$ cat config.mk
export PLATFORM = sky130hd
export DESIGN_NAME = spi_frame_master
export DESIGN_NICKNAME = d
export VERILOG_FILES = /design/src/rtl/spi_frame_pkg.sv /design/src/rtl/spi_frame_ctrl.sv /design/src/rtl/spi_frame_datapath.sv /design/src/rtl/spi_frame_master.sv
export SDC_FILE = /design/constraint.sdc
export NUM_CORES = 1
export LEC_CHECK = 0
export CORE_MARGIN = 8
export CORE_UTILIZATION = 36
export DETAILED_ROUTE_END_ITERATION = 10
export GPL_TIMING_DRIVEN = 0
export PLACE_DENSITY = 0.61
export SYNTH_ARGS = -nofsm -noshare
export SYNTH_HDL_FRONTEND = slang
export SYNTH_SLANG_ARGS = --single-unit
export TNS_END_PERCENT = 20
$ cat constraint.sdc
create_clock -name clk -period 4.1 [get_ports clk]
set_input_delay 0.82 -clock clk [delete_from_list [all_inputs] [get_ports clk]]
set_output_delay 0.82 -clock clk [all_outputs]
set_load 0.05 [all_outputs]
$ cat src/rtl/spi_frame_pkg.sv
package spi_frame_pkg;

  // Per-clock commands from the sequencer to the shifting datapath.
  typedef struct packed {
    logic start;        // frame opens: select goes low
    logic loadWord;     // transmit word enters the shifter
    logic drive;        // next bit onto MOSI
    logic capture;      // MISO sampled into the receive shifter
    logic lastCapture;  // capture of the final bit of a word
    logic sckToggle;    // SCK changes level
    logic ssHigh;       // frame closes: select goes high
  } strobe_t;

  typedef enum logic [1:0] {
    ST_IDLE,
    ST_ACTIVE,
    ST_GAP
  } ctrl_state_t;

endpackage

$ cat src/rtl/spi_frame_ctrl.sv
module spi_frame_ctrl
  import spi_frame_pkg::*;
#(
  parameter int MAX_W = 16,
  parameter int MIN_W = 4,
  parameter int DIV_W = 8,
  localparam int LEN_W = $clog2(MAX_W + 1)
) (
  input  logic             clk,
  input  logic             rstN,
  input  logic             cfgCpha,
  input  logic [LEN_W-1:0] cfgWordLen,
  input  logic [DIV_W-1:0] cfgHalfDiv,
  input  logic             txValid,
  output logic             txReady,
  output strobe_t          strobe,
  output logic [LEN_W-1:0] loadLen
);

  localparam int H_W = $clog2(2 * MAX_W + 3);

  ctrl_state_t      state;
  logic [H_W-1:0]   hCnt;
  logic [DIV_W-1:0] divCnt;
  logic [DIV_W-1:0] heldDiv;
  logic [LEN_W-1:0] heldLen;
  logic             heldCpha;

  logic [LEN_W-1:0] lenIn;
  logic [DIV_W-1:0] divIn;
  logic [H_W-1:0]   hNext;
  logic [H_W-1:0]   lastCap;
  logic             tick;
  logic             activeTick;
  logic             boundary;
  logic             chain;

  // Clamp the live settings before they are latched.
  always_comb begin
    if (cfgWordLen < LEN_W'(MIN_W))      lenIn = LEN_W'(MIN_W);
    else if (cfgWordLen > LEN_W'(MAX_W)) lenIn = LEN_W'(MAX_W);
    else                                 lenIn = cfgWordLen;
    divIn = (cfgHalfDiv == '0) ? DIV_W'(1) : cfgHalfDiv;
  end

  // Half-period events: hNext counts half-periods since select fell.
  assign hNext      = hCnt + 1'b1;
  assign lastCap    = H_W'(heldLen) << 1;
  assign tick       = (state != ST_IDLE) && (divCnt == heldDiv - 1'b1);
  assign activeTick = (state == ST_ACTIVE) && tick;
  assign boundary   = activeTick && heldCpha && (hNext == lastCap);
  assign chain      = boundary && txValid;
  assign txReady    = (state == ST_IDLE) || boundary;
  assign loadLen    = (state == ST_IDLE) ? lenIn : heldLen;

  always_comb begin
    strobe             = '0;
    strobe.start       = (state == ST_IDLE) && txValid;
    strobe.loadWord    = strobe.start || chain;
    strobe.drive       = activeTick && hNext[0] && (hNext < lastCap);
    strobe.capture     = activeTick && !hNext[0] && (hNext >= H_W'(2)) && (hNext <= lastCap);
    strobe.lastCapture = activeTick && (hNext == lastCap);
    if (heldCpha)
      strobe.sckToggle = activeTick && (hNext >= H_W'(1)) && (hNext <= lastCap);
    else
      strobe.sckToggle = activeTick && (hNext >= H_W'(2)) && (hNext <= lastCap + 1'b1);
    strobe.ssHigh      = activeTick && (hNext == lastCap + H_W'(2));
  end

  always_ff @(posedge clk or negedge rstN) begin
    if (!rstN) begin
      state    <= ST_IDLE;
      hCnt     <= '0;
      divCnt   <= '0;
      heldDiv  <= DIV_W'(1);
      heldLen  <= LEN_W'(MIN_W);
      heldCpha <= 1'b0;
    end else begin
      case (state)
        ST_IDLE: begin
          if (txValid) begin
            state    <= ST_ACTIVE;
            hCnt     <= '0;
            divCnt   <= '0;
            heldDiv  <= divIn;
            heldLen  <= lenIn;
            heldCpha <= cfgCpha;
          end
        end
        ST_ACTIVE: begin
          if (tick) begin
            divCnt <= '0;
            if (hNext == lastCap + H_W'(2)) begin
              state <= ST_GAP;
              hCnt  <= '0;
            end else if (chain) begin
              hCnt <= '0;
            end else begin
              hCnt <= hNext;
            end
          end else begin
            divCnt <= divCnt + 1'b1;
          end
        end
        ST_GAP: begin
          if (tick) begin
            state  <= ST_IDLE;
            divCnt <= '0;
          end else begin
            divCnt <= divCnt + 1'b1;
          end
        end
        default: state <= ST_IDLE;
      endcase
    end
  end

  // latched settings do not move while a frame is open.
  assert_hold_cfg_R10: assert property (@(posedge clk) disable iff (!rstN)
    (state != ST_IDLE && $past(state) != ST_IDLE) |->
      ($stable(heldCpha) && $stable(heldLen) && $stable(heldDiv)));

  // the latched length always lies inside the clamp range.
  assert_len_range_R2: assert property (@(posedge clk) disable iff (!rstN)
    (state != ST_IDLE) |-> (heldLen >= LEN_W'(MIN_W) && heldLen <= LEN_W'(MAX_W)));

  // a word is taken mid-frame only in phase-1 mode.
  assert_chain_phase1_R7: assert property (@(posedge clk) disable iff (!rstN)
    (state == ST_ACTIVE && txValid && txReady) |-> heldCpha);

  // half-period events on adjacent clocks only with a divider of one.
  assert_tick_rate_R8: assert property (@(posedge clk) disable iff (!rstN)
    (activeTick && $past(activeTick)) |-> (heldDiv == DIV_W'(1)));

endmodule

$ cat src/rtl/spi_frame_datapath.sv
module spi_frame_datapath
  import spi_frame_pkg::*;
#(
  parameter int MAX_W = 16,
  localparam int LEN_W = $clog2(MAX_W + 1)
) (
  input  logic             clk,
  input  logic             rstN,
  input  logic             cfgCpol,
  input  strobe_t          strobe,
  input  logic [LEN_W-1:0] loadLen,
  input  logic [MAX_W-1:0] txData,
  input  logic             miso,
  output logic             sck,
  output logic             mosi,
  output logic             ssN,
  output logic             rxValid,
  output logic [MAX_W-1:0] rxData
);

  logic [MAX_W-1:0] txShift;
  logic [MAX_W-1:0] rxShift;
  logic [LEN_W-1:0] padAmt;
  logic             framePol;

  assign padAmt = LEN_W'(MAX_W) - loadLen;

  // Transmit shifter: word left-aligned so the MSB leaves first.
  always_ff @(posedge clk or negedge rstN) begin
    if (!rstN) begin
      txShift <= '0;
      mosi    <= 1'b0;
    end else begin
      if (strobe.loadWord) begin
        txShift <= txData << padAmt;
      end else if (strobe.drive) begin
        txShift <= {txShift[MAX_W-2:0], 1'b0};
      end
      if (strobe.drive)       mosi <= txShift[MAX_W-1];
      else if (strobe.ssHigh) mosi <= 1'b0;
    end
  end

  // Receive shifter and result register.
  always_ff @(posedge clk or negedge rstN) begin
    if (!rstN) begin
      rxShift <= '0;
      rxData  <= '0;
      rxValid <= 1'b0;
    end else begin
      rxValid <= strobe.lastCapture;
      if (strobe.lastCapture) rxData <= {rxShift[MAX_W-2:0], miso};
      if (strobe.loadWord)     rxShift <= '0;
      else if (strobe.capture) rxShift <= {rxShift[MAX_W-2:0], miso};
    end
  end

  // Select and serial clock.
  always_ff @(posedge clk or negedge rstN) begin
    if (!rstN) begin
      ssN      <= 1'b1;
      sck      <= 1'b0;
      framePol <= 1'b0;
    end else begin
      if (strobe.start)       ssN <= 1'b0;
      else if (strobe.ssHigh) ssN <= 1'b1;
      if (strobe.start) framePol <= cfgCpol;
      if (strobe.sckToggle) sck <= ~sck;
      else if (ssN)         sck <= cfgCpol;
    end
  end

  // the data line stays low outside a frame.
  assert_mosi_idle_R1: assert property (@(posedge clk) disable iff (!rstN)
    ssN |-> !mosi);

  // the idle clock level tracks the polarity input.
  assert_sck_idle_R1: assert property (@(posedge clk) disable iff (!rstN)
    (ssN && $past(ssN) && $past(rstN)) |-> (sck == $past(cfgCpol)));

  // the receive strobe never lasts more than one clock.
  assert_rx_pulse_R9: assert property (@(posedge clk) disable iff (!rstN)
    rxValid |=> !rxValid);

  // the clock is back at the frame's idle level when select rises.
  assert_sck_rest_R11: assert property (@(posedge clk) disable iff (!rstN)
    $rose(ssN) |-> (sck == framePol));

endmodule

$ cat src/rtl/spi_frame_master.sv
module spi_frame_master
  import spi_frame_pkg::*;
#(
  parameter int MAX_W = 16,
  parameter int DIV_W = 8,
  localparam int LEN_W = $clog2(MAX_W + 1)
) (
  input  logic             clk,
  input  logic             rstN,
  input  logic             cfgCpol,
  input  logic             cfgCpha,
  input  logic [LEN_W-1:0] cfgWordLen,
  input  logic [DIV_W-1:0] cfgHalfDiv,
  input  logic             txValid,
  input  logic [MAX_W-1:0] txData,
  output logic             txReady,
  output logic             rxValid,
  output logic [MAX_W-1:0] rxData,
  output logic             sck,
  output logic             mosi,
  input  logic             miso,
  output logic             ssN
);

  strobe_t          strobe;
  logic [LEN_W-1:0] loadLen;

  spi_frame_ctrl #(
    .MAX_W (MAX_W),
    .MIN_W (4),
    .DIV_W (DIV_W)
  ) u_ctrl (
    .clk        (clk),
    .rstN       (rstN),
    .cfgCpha    (cfgCpha),
    .cfgWordLen (cfgWordLen),
    .cfgHalfDiv (cfgHalfDiv),
    .txValid    (txValid),
    .txReady    (txReady),
    .strobe     (strobe),
    .loadLen    (loadLen)
  );

  spi_frame_datapath #(
    .MAX_W (MAX_W)
  ) u_datapath (
    .clk     (clk),
    .rstN    (rstN),
    .cfgCpol (cfgCpol),
    .strobe  (strobe),
    .loadLen (loadLen),
    .txData  (txData),
    .miso    (miso),
    .sck     (sck),
    .mosi    (mosi),
    .ssN     (ssN),
    .rxValid (rxValid),
    .rxData  (rxData)
  );

endmodule

**After elaboration in Yosys (flattened, before gate mapping)**

Cells that the tools add are included.

- Input port bits: 35
- Flip-flop bits (word level): 81
- Output and inout bits: 21
- Word-level logic and storage cells: 100

- Eq/ne operators: 9
- Shift operators: 1
- Magnitude comparators: 7
- $add $sub $neg: 6
- Reduce and logical (&&, ||, !) cells: 35
- Bitwise gates (word level): 1
- Muxes and demuxes: 28

Operators with widths:

| operator | number |
|---|---|
| $mux W16 | 2 |
| $mux W15 | 2 |
| $mux W6 | 4 |
| $mux W8 | 3 |
| $logic_and A1 B1 Y1 | 17 |
| $pmux W8 S2 | 1 |
| $reduce_bool A2 Y1 | 8 |
| $shl A16 B5 Y16 | 1 |
| $mux W5 | 3 |
| $add A6 B1 Y6 const B | 2 |
| $eq A6 B6 Y1 | 2 |
| $le A6 B6 Y1 | 2 |
| $pmux W6 S2 | 1 |
| $add A8 B1 Y8 const B | 1 |
| $eq A8 B8 Y1 | 1 |
| $logic_not A8 Y1 | 1 |
| $mux W2 | 4 |
| $sub A8 B1 Y8 const B | 1 |
| $mux W1 | 7 |
| $add A6 B2 Y6 const B | 1 |
| $ge A6 B1 Y1 const B | 1 |
| $ge A6 B2 Y1 const B | 1 |
| $lt A6 B6 Y1 | 1 |
| $pmux W2 S3 | 1 |
| other kinds (15) | 19 |

**Depth between registers and ports, before layout**

- Depth after elaboration: 11
- Gate-level depth with buffers: 14
- Gate-level depth less buffers: 12

**Modules after synthesis**

From an unflattened synthesis, not the netlist that was laid out.

- Cell total of the unflattened synthesis: 499
- Area, all modules: 5152.4 um2

By module, submodules not included:

| module | seq. area each (um2) | area each (um2) | times used | cells each |
|---|---|---|---|---|
| spi_frame_datapath | 1277.5 | 2965.3 | 1 | 254 |
| spi_frame_ctrl | 753.2 | 2187.1 | 1 | 245 |

**Worst setup path after synthesis**

No wires, ideal clock.

- Path kind: register to register
- Start point: reg u_ctrl.state[0]
- End point: reg u_datapath.txShift[14]
- Buffers on the path: 4
- Path slack: 0.448 ns
- Period minus slack after synthesis: 3.652 ns
- Required time: 4.013 ns
- Arrival time: 3.565 ns
- Stages on the path, launching flop included: 15
- Setup time: 0.087 ns
- Cell sequence: dfrtp_1 -> inv_1 -> ha_1 -> clkbuf_1 -> clkbuf_1 -> a31oi_2 -> ha_1 -> clkbuf_1 -> clkbuf_1 -> mux2i_1 -> o21ai_0 -> a221o_1 -> mux2i_1 -> o22ai_1 -> o211ai_1

- Cells in the longest elaborated chain, start to end: 8
- Elaborated cells on any way between the ends: 17
- Classes of those cells: 1 x add/sub; 1 x eq/ne; 1 x shift; 2 x mux; 12 x reduce/logical

Ends and longest elaborated chain:

| element | RTL line | RTL |
|---|---|---|
| start, declared | spi_frame_ctrl.sv:22 | `ctrl_state_t state;` |
| start signal, assigned | spi_frame_ctrl.sv:72 | `state <= ST_IDLE;` |
| start signal, assigned | spi_frame_ctrl.sv:82 | `state <= ST_ACTIVE;` |
| start signal, assigned | spi_frame_ctrl.sv:94 | `state <= ST_GAP;` |
| parallel branches: the longest is 8 deep, another holds $sub A5 B5 Y5 | - |  |
| end signal, assigned | spi_frame_datapath.sv:35 | `txShift <= txData << padAmt;` |
| end signal, assigned | spi_frame_datapath.sv:37 | `txShift <= {txShift[MAX_W-2:0], 1'b0};` |
| end, declared | spi_frame_datapath.sv:21 | `logic [MAX_W-1:0] txShift;` |

Parallel ways; which one is timed is not known.
A chain may end at the register's enable or synchronous reset.

**Worst setup path in the final report**

- Start point: reg u_ctrl.heldDiv[0]
- End point: out txReady

- Cells in the longest elaborated chain, start to end: 7

Ends and longest elaborated chain:

| element | RTL line | RTL |
|---|---|---|
| start, declared | spi_frame_ctrl.sv:25 | `logic [DIV_W-1:0] heldDiv;` |
| start signal, assigned | spi_frame_ctrl.sv:85 | `heldDiv <= divIn;` |
| $sub A8 B1 Y8 | spi_frame_ctrl.sv:49 | `assign tick = (state != ST_IDLE) && (divCnt == heldDiv - 1'b1);` |
| $eq A8 B8 Y1 | spi_frame_ctrl.sv:49 |  |
| $logic_and A1 B1 Y1 | spi_frame_ctrl.sv:49 |  |
| $logic_and A1 B1 Y1 | spi_frame_ctrl.sv:50 | `assign activeTick = (state == ST_ACTIVE) && tick;` |
| $logic_and A1 B1 Y1 (2 in series) | spi_frame_ctrl.sv:51 | `assign boundary = activeTick && heldCpha && (hNext == lastCap);` |
| $logic_or A1 B1 Y1 | spi_frame_ctrl.sv:53 | `assign txReady = (state == ST_IDLE) \|\| boundary;` |
| end, declared | spi_frame_master.sv:16 | `output logic txReady,` |

Every way passes these cells.

==> out/results.ini <==
[routing]
drt-total-wl_um=13200
vias=4338
drt_first_iter_violations=292
ant_nets=0
dr.pass1.iters=4
drc_errors=0
wl_per_cell_um=16.8
routed_via_density=5.52

[global_routing]
grt_usage_pct=14.6
grt_pass1_wl_um=22000
grt_max_degree=55
antenna_found_initial=0
overflow=0
grt_pass1_vias=4414

[floorplanning]
core_area_um2=14400
die_w_um=137
fp.dieH_um=137
std_cell_rows=44
initial_utilization_pct=36.6
io_pins=56
dieArea_um2=18800

[setup_path]
worstPathArrival_ns=3.09
cp_max_fo=8
critPathCaptureType=output port
path_buf_inv=4
critPathLaunchType=register
reg2reg_setup_slack_ns=0.32
r2r_start=u_ctrl.state[1]
critical-path-top-delay-family=compound AO/OA/AOI/OAI gates
r2r_end=u_datapath.txShift[15]
crit_slowest_cell=dfstp_2
critical_path_required_ns=3.28
worstSetupPathType=register to output port
reg2reg_depth=11
cp_cell_sequence=inv_1 -> ha_1 -> buf_2 -> o21bai_1 -> a211oi_1 -> o21bai_1 -> a2111oi_4 -> nand2_4 -> inv_1 -> a21o_1 -> clkdlybuf4s15_2
cpPeakStageDelay_ns=0.60

[clock_network]
cts_hold_buf=0
cts_max_level=3
root_buffer=clkbuf_16
insertion_delay_ns=0.34
clockBufferDepth=2
clk_pin_slew_ns=0.07
cts_tree=done
numCtsBuffers=9
cts_sinks=81

[yosys]
synthXorXnorAreaFrac_pct=4.41
ys.flop_type=dfrtp_1
ys_seq_area_share_pct=38.5
synthesis.nets=581
synth.avg_cell_area_um2=9.93
synth-compound-area-share_pct=16.5
netlist_area_um2=5270
netlist-cell-type-count=60
ys_ff_latch=81
synth_top_family_by_area=multiplexers
synth_adder_area_share_pct=3.56
yosys.area_share.simple_pct=15.2
yosys_warnings=0
syn_inst=531
async_flop_share_pct=100
synthMuxAreaShare_pct=17.9
synth_edf_count=0

[layout]
design_area_um2=6470
instances_no_fill=786
drive_gt1_share_pct=13.8
syn_to_final_growth_pct=22.7
antenna_cells=0
n_fill_cell=1384
nets=647

[placed_design]
placed_area_um2=6080
hpwl_um=10100
placedCellCount=771
io_buffers=55
gp_congestion=0.898

[job]
maxCapViolCount=0

[timing]
relSlewSlack_pct=48.5
finalSetupViolCount=0
fmax_mhz=256
fin_crit_ns=3.91
slew_viol_final=0
worst_pin_slew_ns=0.766
final.setup_skew_ns=0.0123
setup_tns_ns=0
rsz0062_at_grt=false
finalHoldViolCount=0
min_period_over_period_pct=95.3

[power]
p_per_area_nw_per_um2=291
worst_ir_drop_vdd_mv=0.218
p_leak_uw=0.00277

[run_status]
status=completed

[worst_hold_path]
hold_path_class=primary input to async pin

[repair_timing]
item	4_1_cts	5_1_grt
buffers inserted	1	1
endpoints found under the setup margin	13	8
pin swaps	1	2
resized for setup	8	4
[worst register-to-register path, delay by kind of cell (launching register included)]
kind / cells / cell delay [ns]
muxes: 3 / 1.01
buffers and inverters: 3 / 0.83
adders and majority gates: 2 / 0.72
AOI/OAI and AO/OA: 3 / 0.68
DFF: 1 / 0.40
[power by group]
part           switching, uW  internal (uW)
sequential             0.618            800
clock                    354            608
combinational           61.2           58.0
[sequential cells by signal, indices dropped and copies added (netlist names)]
signal,cells
u_datapath.mosi,1
u_ctrl.hCnt,6
u_datapath.rxValid,1
u_ctrl.heldLen,5
u_ctrl.state,2
u_datapath.ssN,1
u_ctrl.divCnt,8
u_ctrl.heldDiv,8
u_datapath.rxData,16
u_datapath.rxShift,15
u_datapath.sck,1
u_datapath.txShift,16
u_ctrl.heldCpha,1
[cell type report]
type	count	area, um^2	area share, %
multi-input combinational	402	3070	47.4
sequential	81	2030	31.4
timing repair buffer	58	592	9.15
tap	184	230	3.56
clock buffer	9	225	3.48
clock inverter	7	130	2.01
buffer	24	116	1.80
inverter	21	78.8	1.22
[cell usage in the layout, fill, tap and decap left out, types with 4 or more instances in the layout]
cell and n:
dfrtp_1 78, clkdlybuf4s50_1 53, mux2i_1 45, nand2_1 40, nor2_1 40, o21ai_0 31
mux2_2 28, inv_1 21, a21oi_1 14, ha_1 14, xnor2_1 13, nor3_1 13
a221o_1 13, clkbuf_1 12, nand3_1 12, nor2b_1 11, xor2_1 10, nand2b_1 9
clkbuf_16 9, mux4_2 8, o22ai_1 8, and3_1 7, a31oi_1 6, a21o_1 6
and2_1 6, nor3b_1 6, buf_2 5, a211oi_1 5, o21a_1 5, clkbuf_2 4
o211ai_1 4, buf_4 4, a2bb2oi_1 4
[worst max path at each step]
stage / start / endpoint / cells after the start
3_3_place_gp: rstN / u_datapath.txShift[0] / 1
5_1_grt: u_ctrl.heldDiv[0] / txReady / 11
6_report: u_ctrl.heldDiv[0] / txReady / 11
3_5_place_dp: cfgWordLen[4] / u_datapath.txShift[14] / 12
4_1_cts: u_ctrl.heldDiv[0] / txReady / 11
2_1_floorplan: u_ctrl.state[0] / u_datapath.txShift[14] / 14
[cells in the mapped netlist, types with 4 or more instances]
| library cell | number | area [um^2] |
|---|---|---|
| buf_2 | 5 | 25.0 |
| and3_1 | 7 | 43.8 |
| ha_1 | 15 | 188 |
| nor3_1 | 13 | 65.1 |
| mux4_2 | 8 | 180 |
| a21oi_1 | 14 | 70.1 |
| mux2i_1 | 45 | 450 |
| a221o_1 | 13 | 130 |
| nor2_1 | 41 | 154 |
| xnor2_1 | 13 | 114 |
| a31oi_1 | 6 | 37.5 |
| and2_1 | 6 | 37.5 |
| dfrtp_1 | 78 | 1950 |
| nor2b_1 | 11 | 68.8 |
| nand2_1 | 40 | 150 |
| o21a_1 | 5 | 37.5 |
| nor3b_1 | 6 | 45.0 |
| nand2b_1 | 9 | 56.3 |
| nand3_1 | 12 | 60.1 |
| a211oi_1 | 5 | 37.5 |
| inv_1 | 21 | 78.8 |
| a2bb2oi_1 | 4 | 35.0 |
| o21ai_0 | 31 | 155 |
| clkbuf_1 | 17 | 63.8 |
| o211ai_1 | 4 | 30.0 |
| mux2_2 | 28 | 315 |
| o22ai_1 | 8 | 50.1 |
| xor2_1 | 11 | 96.3 |
| a21o_1 | 6 | 45.0 |
[per-stage QoR]
stage / utilization [%] / power [uW] / hold slack [ns] / setup WS [ns]
final: 44.8 / 1880 / 0.415 / 0.194
after global routing: 44.8 / 1950 / 0.437 / 0.0386
after CTS: 44.8 / 1910 / 0.406 / 0.0125
after detailed placement: 42.1 / 935 / 0.485 / -0.549
after global placement: 42.0 / 930 / 0.472 / -0.681
after floorplan: - / 859 / 0.466 / 0.448
[routing by layer]
| metal | part of all wire [%] | GRT usage [%] |
|---|---|---|
| met5 | 0 | 0 |
| met4 | 1.8 | 5.73 |
| met3 | 4.9 | 2.57 |
| met2 | 45 | 22.8 |
| met1 | 48 | 19.5 |
[cell families after synthesis]
family / Yosys count
XOR/XNOR: 25
AO/OA/AOI/OAI: 121
AND/OR/NAND/NOR: 160
flip-flops: 81
multiplexers: 81
adder cells (fa/ha/maj): 15
buffers and inverters: 48
Power figures use the tool's default switching activity.
